==> src/rtl/rxidle_pkg.sv <==
package rxidle_pkg;

  // Number of baud pulses that make up one frame of idle line.
  function automatic int unsigned frame_pulses(input int unsigned bits,
                                               input int unsigned per_bit);
    return bits * per_bit;
  endfunction

endpackage

==> src/rtl/rxidle_line_timer.sv <==
module rxidle_line_timer #(
  parameter int unsigned SAMPLES_PER_BIT = 16,
  parameter int unsigned SHORT_BITS      = 10,
  parameter int unsigned LONG_BITS       = 11
) (
  input  logic clk_i,
  input  logic rst_ni,
  input  logic rxd_i,
  input  logic baud_tick_i,
  input  logic long_frame_i,
  input  logic start_det_i,
  output logic idle_o
);
  import rxidle_pkg::*;

  localparam int unsigned SHORT_T = frame_pulses(SHORT_BITS, SAMPLES_PER_BIT);
  localparam int unsigned LONG_T  = frame_pulses(LONG_BITS, SAMPLES_PER_BIT);
  localparam int unsigned MAX_T   = (LONG_T > SHORT_T) ? LONG_T : SHORT_T;
  localparam int unsigned CW      = $clog2(MAX_T + 1);

  logic [CW-1:0] run_q;
  logic [CW-1:0] limit;
  logic          idle_q;

  assign limit = long_frame_i ? CW'(LONG_T) : CW'(SHORT_T);

  // Saturating count of high-line baud pulses; a start bit wins over all.
  always_ff @(posedge clk_i or negedge rst_ni) begin
    if (!rst_ni) begin
      run_q  <= '0;
      idle_q <= 1'b0;
    end else if (start_det_i) begin
      run_q  <= '0;
      idle_q <= 1'b0;
    end else if (!rxd_i) begin
      run_q  <= '0;
    end else if (baud_tick_i) begin
      if (run_q < limit) run_q <= run_q + CW'(1);
      if (run_q >= limit - CW'(1)) idle_q <= 1'b1;
    end
  end

  assign idle_o = idle_q;

  // a start bit drops the status on the next edge
  p_start_clears_r3: assert property (@(posedge clk_i) disable iff (!rst_ni)
    start_det_i |=> !idle_o);

  // without a baud pulse or a start bit the status holds
  p_no_tick_hold_r4: assert property (@(posedge clk_i) disable iff (!rst_ni)
    (!baud_tick_i && !start_det_i) |=> $stable(idle_o));

  // a low line can never bring the status up
  p_low_line_r2: assert property (@(posedge clk_i) disable iff (!rst_ni)
    (!idle_o && !rxd_i) |=> !idle_o);

endmodule

==> src/rtl/rxidle_irq_latch.sv <==
module rxidle_irq_latch (
  input  logic clk_i,
  input  logic rst_ni,
  input  logic idle_i,
  input  logic en_i,
  input  logic char_done_i,
  input  logic ack_i,
  output logic req_o
);

  logic armed_q;
  logic req_q;
  logic fire;

  assign fire = idle_i & en_i & armed_q;

  // Request: set by fire, cleared only by acknowledge.
  always_ff @(posedge clk_i or negedge rst_ni) begin
    if (!rst_ni)     req_q <= 1'b0;
    else if (fire)   req_q <= 1'b1;
    else if (ack_i)  req_q <= 1'b0;
  end

  // Arming: a finished character re-arms, firing disarms.
  always_ff @(posedge clk_i or negedge rst_ni) begin
    if (!rst_ni)          armed_q <= 1'b1;
    else if (char_done_i) armed_q <= 1'b1;
    else if (fire)        armed_q <= 1'b0;
  end

  assign req_o = req_q;

  // the request holds until acknowledged
  p_hold_until_ack_r6: assert property (@(posedge clk_i) disable iff (!rst_ni)
    (req_q && !ack_i) |=> req_q);

  // acknowledge clears when no new fire can occur
  p_ack_clears_r6: assert property (@(posedge clk_i) disable iff (!rst_ni)
    (ack_i && !armed_q) |=> !req_q);

  // a rising request needs idle and enable in the cycle before
  p_rise_needs_en_r9: assert property (@(posedge clk_i) disable iff (!rst_ni)
    $rose(req_q) |-> $past(idle_i && en_i));

  // a rising request consumes the arming
  p_once_per_idle_r7: assert property (@(posedge clk_i) disable iff (!rst_ni)
    (req_q && !char_done_i && !$past(char_done_i)) |-> !armed_q || !$rose(req_q));

  // arming only comes back through a finished character
  p_rearm_by_char_r8: assert property (@(posedge clk_i) disable iff (!rst_ni)
    $rose(armed_q) |-> $past(char_done_i));

endmodule

==> src/rtl/rxidle_irq_gen.sv <==
module rxidle_irq_gen #(
  parameter int unsigned SAMPLES_PER_BIT = 16,
  parameter int unsigned SHORT_BITS      = 10,
  parameter int unsigned LONG_BITS       = 11
) (
  input  logic clk_i,
  input  logic rst_ni,
  input  logic rxd_i,
  input  logic baud_tick_i,
  input  logic long_frame_i,
  input  logic start_det_i,
  input  logic char_done_i,
  input  logic idle_irq_en_i,
  input  logic irq_ack_i,
  output logic idle_o,
  output logic irq_o
);

  logic idle_w;

  rxidle_line_timer #(
    .SAMPLES_PER_BIT (SAMPLES_PER_BIT),
    .SHORT_BITS      (SHORT_BITS),
    .LONG_BITS       (LONG_BITS)
  ) u_timer (
    .clk_i        (clk_i),
    .rst_ni       (rst_ni),
    .rxd_i        (rxd_i),
    .baud_tick_i  (baud_tick_i),
    .long_frame_i (long_frame_i),
    .start_det_i  (start_det_i),
    .idle_o       (idle_w)
  );

  rxidle_irq_latch u_latch (
    .clk_i       (clk_i),
    .rst_ni      (rst_ni),
    .idle_i      (idle_w),
    .en_i        (idle_irq_en_i),
    .char_done_i (char_done_i),
    .ack_i       (irq_ack_i),
    .req_o       (irq_o)
  );

  assign idle_o = idle_w;

  // a rising request follows an idle status already present
  p_irq_after_idle_r5: assert property (@(posedge clk_i) disable iff (!rst_ni)
    $rose(irq_o) |-> $past(idle_o));

  // the status falling does not take a pending request with it
  p_fall_keeps_req_r11: assert property (@(posedge clk_i) disable iff (!rst_ni)
    (irq_o && !irq_ack_i) |=> irq_o);

endmodule

==> config.mk <==
export PLATFORM = sky130hd
export DESIGN_NAME = rxidle_irq_gen
export DESIGN_NICKNAME = d
export VERILOG_FILES = /design/src/rtl/rxidle_pkg.sv /design/src/rtl/rxidle_line_timer.sv /design/src/rtl/rxidle_irq_latch.sv /design/src/rtl/rxidle_irq_gen.sv
export SDC_FILE = /design/constraint.sdc
export NUM_CORES = 1
export LEC_CHECK = 0
export ABC_AREA = 1
export BUFFER_PORTS_ARGS = -buffer_cell sky130_fd_sc_hd__clkbuf_2
export CAP_MARGIN = 15
export CORE_AREA = 4 4 41 43
export CTS_CLUSTER_DIAMETER = 50
export CTS_CLUSTER_SIZE = 28
export DETAILED_ROUTE_END_ITERATION = 7
export DIE_AREA = 0 0 45 47
export PLACE_DENSITY = 0.83
export REMOVE_ABC_BUFFERS = 1
export SYNTH_ARGS = -nofsm -noshare
export SYNTH_HDL_FRONTEND = slang
export SYNTH_SLANG_ARGS = --single-unit
==> constraint.sdc <==
create_clock -name clk_i -period 1.6 [get_ports clk_i]
set_clock_uncertainty 0.05 [all_clocks]
set_input_delay 0.08 -clock clk_i [delete_from_list [all_inputs] [get_ports clk_i]]
set_output_delay 0.08 -clock clk_i [all_outputs]
set_load 0.02 [all_outputs]
==> results.toml <==
[synthesis]
synth.distinct_cells = 15
synth_top_family_by_area = "simple AND/OR/NAND/NOR gates"
synth_simple_gate_area_share_pct = 34.5
synth-seq-cells = 11
synth_adder_area_share_pct = 7.49
synth_compound_area_share_pct = 7.12
yosysWarnings = 0
yosysSeqAreaShare_pct = 41.4
syn_area_um2 = 668
syn_avg_cell_area_um2 = 7.34
synth_xor_area_share_pct = 0
synthMuxAreaShare_pct = 0
netlist_instances = 91

[cells_and_area]
drive_gt1_share_pct = 20.4
layout_common_cells = "nand2_1, inv_1, nand3_1, clkbuf_2, dfrtp_1"
diodes = 0
synthToLayoutAreaGrowth_pct = 18.5
design_area_um2 = 792
final_common_cell = "nand2_1"
num-nets-final = 122

[grt]
antenna_found_initial = 0
overflow = 0
grt_usage_pct = 13.9
grt_max_degree = 12
grt_first_pass_wirelength_um = 2110
first_global_vias = 521

[route]
avgRoutedWirePerCell_um = 10.1
top_layer_used = "met4"
first_iter_violations = 5
num_vias = 607
wl_met1_um = 589
drc = 0
met2_length_um = 596
wl_met3_um = 48
antenna_left = 0
viasPerCell = 4.93
drt_pre_antenna_iters = 4
wl_um = 1250

[worst_setup_path]
worst_ep_arrival_time_ns = 1.54
r2r_cells = 9
crit_end = "u_timer.run_q[4]"
cp_data_required_time_ns = 1.71
worstPathMaxFanout = 11
worstSetupPathType = "flip-flop to flip-flop"
reg2reg_to = "u_timer.run_q[4]"
cp-startpoint = "u_timer.run_q[4]"
reg2reg_from = "u_timer.run_q[4]"
critPathLaunchType = "flip-flop"
rrSetupSlack_ns = 0.17
endpoint_kind = "flip-flop"

[sta]
period_needed_ns = 1.43
setup_slack_ns = 0.172
worst_pin_slew_ns = 0.298
period_share_pct = 89.3
finalHoldViolCount = 0
rsz0062_at_grt = "false"
slew_violations = 0
maxSlewHeadroom_pct = 80.1
setup_viol = 0
tns_ns = 0
maxClockFrequency_mhz = 700

[job]
maxCapViolCount = 0

[power_and_ir_drop]
irDropWorstVdd_v = 0.000442
leakage_nw = 0.389
p_total_uw = 519
pwr_density_cell_nw_per_um2 = 656

[clocking]
max-clock-path-buffers = 2
cts_buffers = 3
cts_root_buf = "clkbuf_4"
cts_hold_buf = 4
clk_latency_ns = 0.27
cts_tree = "yes"
htreeDepth = 1
cts-resized-gates = 0
cts.sinks = 11
cts_setup_buffers = 0
clkTransAtPathRegs_ns = 0.07

[place]
gp_congestion = 0.820
dpl_cell_area_um2 = 726
io_buffers = 10
place_ws_ns = 0.183
dp_hpwl_um = 983

[floorplan]
core_area_um2 = 1300
ioPinCount = 11
dieWidth_um = 45
die_h_um = 47
dieArea_um2 = 2120
start_util_pct = 51.3
core.rowCount = 13

[hold_path]
hp-class = "input pin to flip-flop"

[status]
status = "finished, final reports clean"
==> worst min-delay path by stage <==
stage,cells past startpoint,from,endpoint
6_report,3,idle_irq_en_i,u_latch.req_o
5_1_grt,3,idle_irq_en_i,u_latch.req_o
2_1_floorplan,0,rst_ni,u_latch.req_o
4_1_cts,3,idle_irq_en_i,u_latch.req_o
3_5_place_dp,1,rst_ni,u_timer.run_q[3]
3_3_place_gp,1,rst_ni,u_timer.run_q[3]
==> area by class of cell <==
cell class	instances	area [µm²]
fillers	131	509
multi-input cells	65	328
flip-flops and latches	11	277
well taps	15	18.8
clock buffers	4	26.3
inverters	14	52.6
repair buffers	14	90.1
==> power by group <==
part / internal [mW] / switching [mW] / total (mW) / leakage, nW
Combinational: 0.0219 / 0.0297 / 0.0516 / 0.225
Clock: 0.0965 / 0.0882 / 0.185 / 0.0150
Sequential: 0.280 / 0.00270 / 0.283 / 0.149
Total: 0.399 / 0.121 / 0.519 / 0.389
==> metal layers <==
metal / vias to the layer above / global-route usage [%]
li1: 320 / -
met1: 273 / 18.0
met2: 11 / 22.6
met3: 3 / 3.45
met4: 0 / 5.26
met5: - / 0
==> synthesized netlist by cell type <==
master	number	area, µm²
nand3_1	10	50.1
inv_1	14	52.6
dfstp_2	1	26.3
o21ai_1	1	5.00
a21oi_1	6	30.0
nand2_1	23	86.3
nand2_2	4	25.0
buf_6	1	11.3
nor2_2	4	25.0
ha_1	4	50.1
nor3_1	2	10.0
a21o_1	1	7.51
dfrtp_1	10	250
nor2_1	9	33.8
o21ai_0	1	5.00
==> flip-flops by register name, summed over array words and instances (netlist names) <==
register / count
u_timer.run_q: 8
u_latch.armed_q: 1
u_latch.req_o: 1
u_timer.idle_o: 1
==> critical path, cell delays in order, from the launching register on <==
cell and delay [ns]:
dfrtp_1 0.41, inv_1 0.11, ha_1 0.15, inv_1 0.04, nand2_1 0.06, nand2_2 0.08
nand2_2 0.19, nand3_1 0.11, nand2_1 0.09, nor2_2 0.03
==> kinds of logic (layout without fill, tap and decap cells) <==
kind of cell | count (synthesis) | after routing
simple gates | 52 | 52
fa+ha+maj | 4 | 4
compound gates | 9 | 9
buf+inv | 15 | 32
flops | 11 | 11
==> through the flow <==
stage,utilization (%),cells,hold slack [ns]
2_1_floorplan,-,90,-0.266
3_3_place_gp,55.8,115,-0.0828
3_5_place_dp,55.8,115,-0.0830
4_1_cts,60.9,123,0.0415
5_1_grt,60.9,123,0.0687
6_report,60.9,123,0.0343
Power figures use the tool's default switching activity.
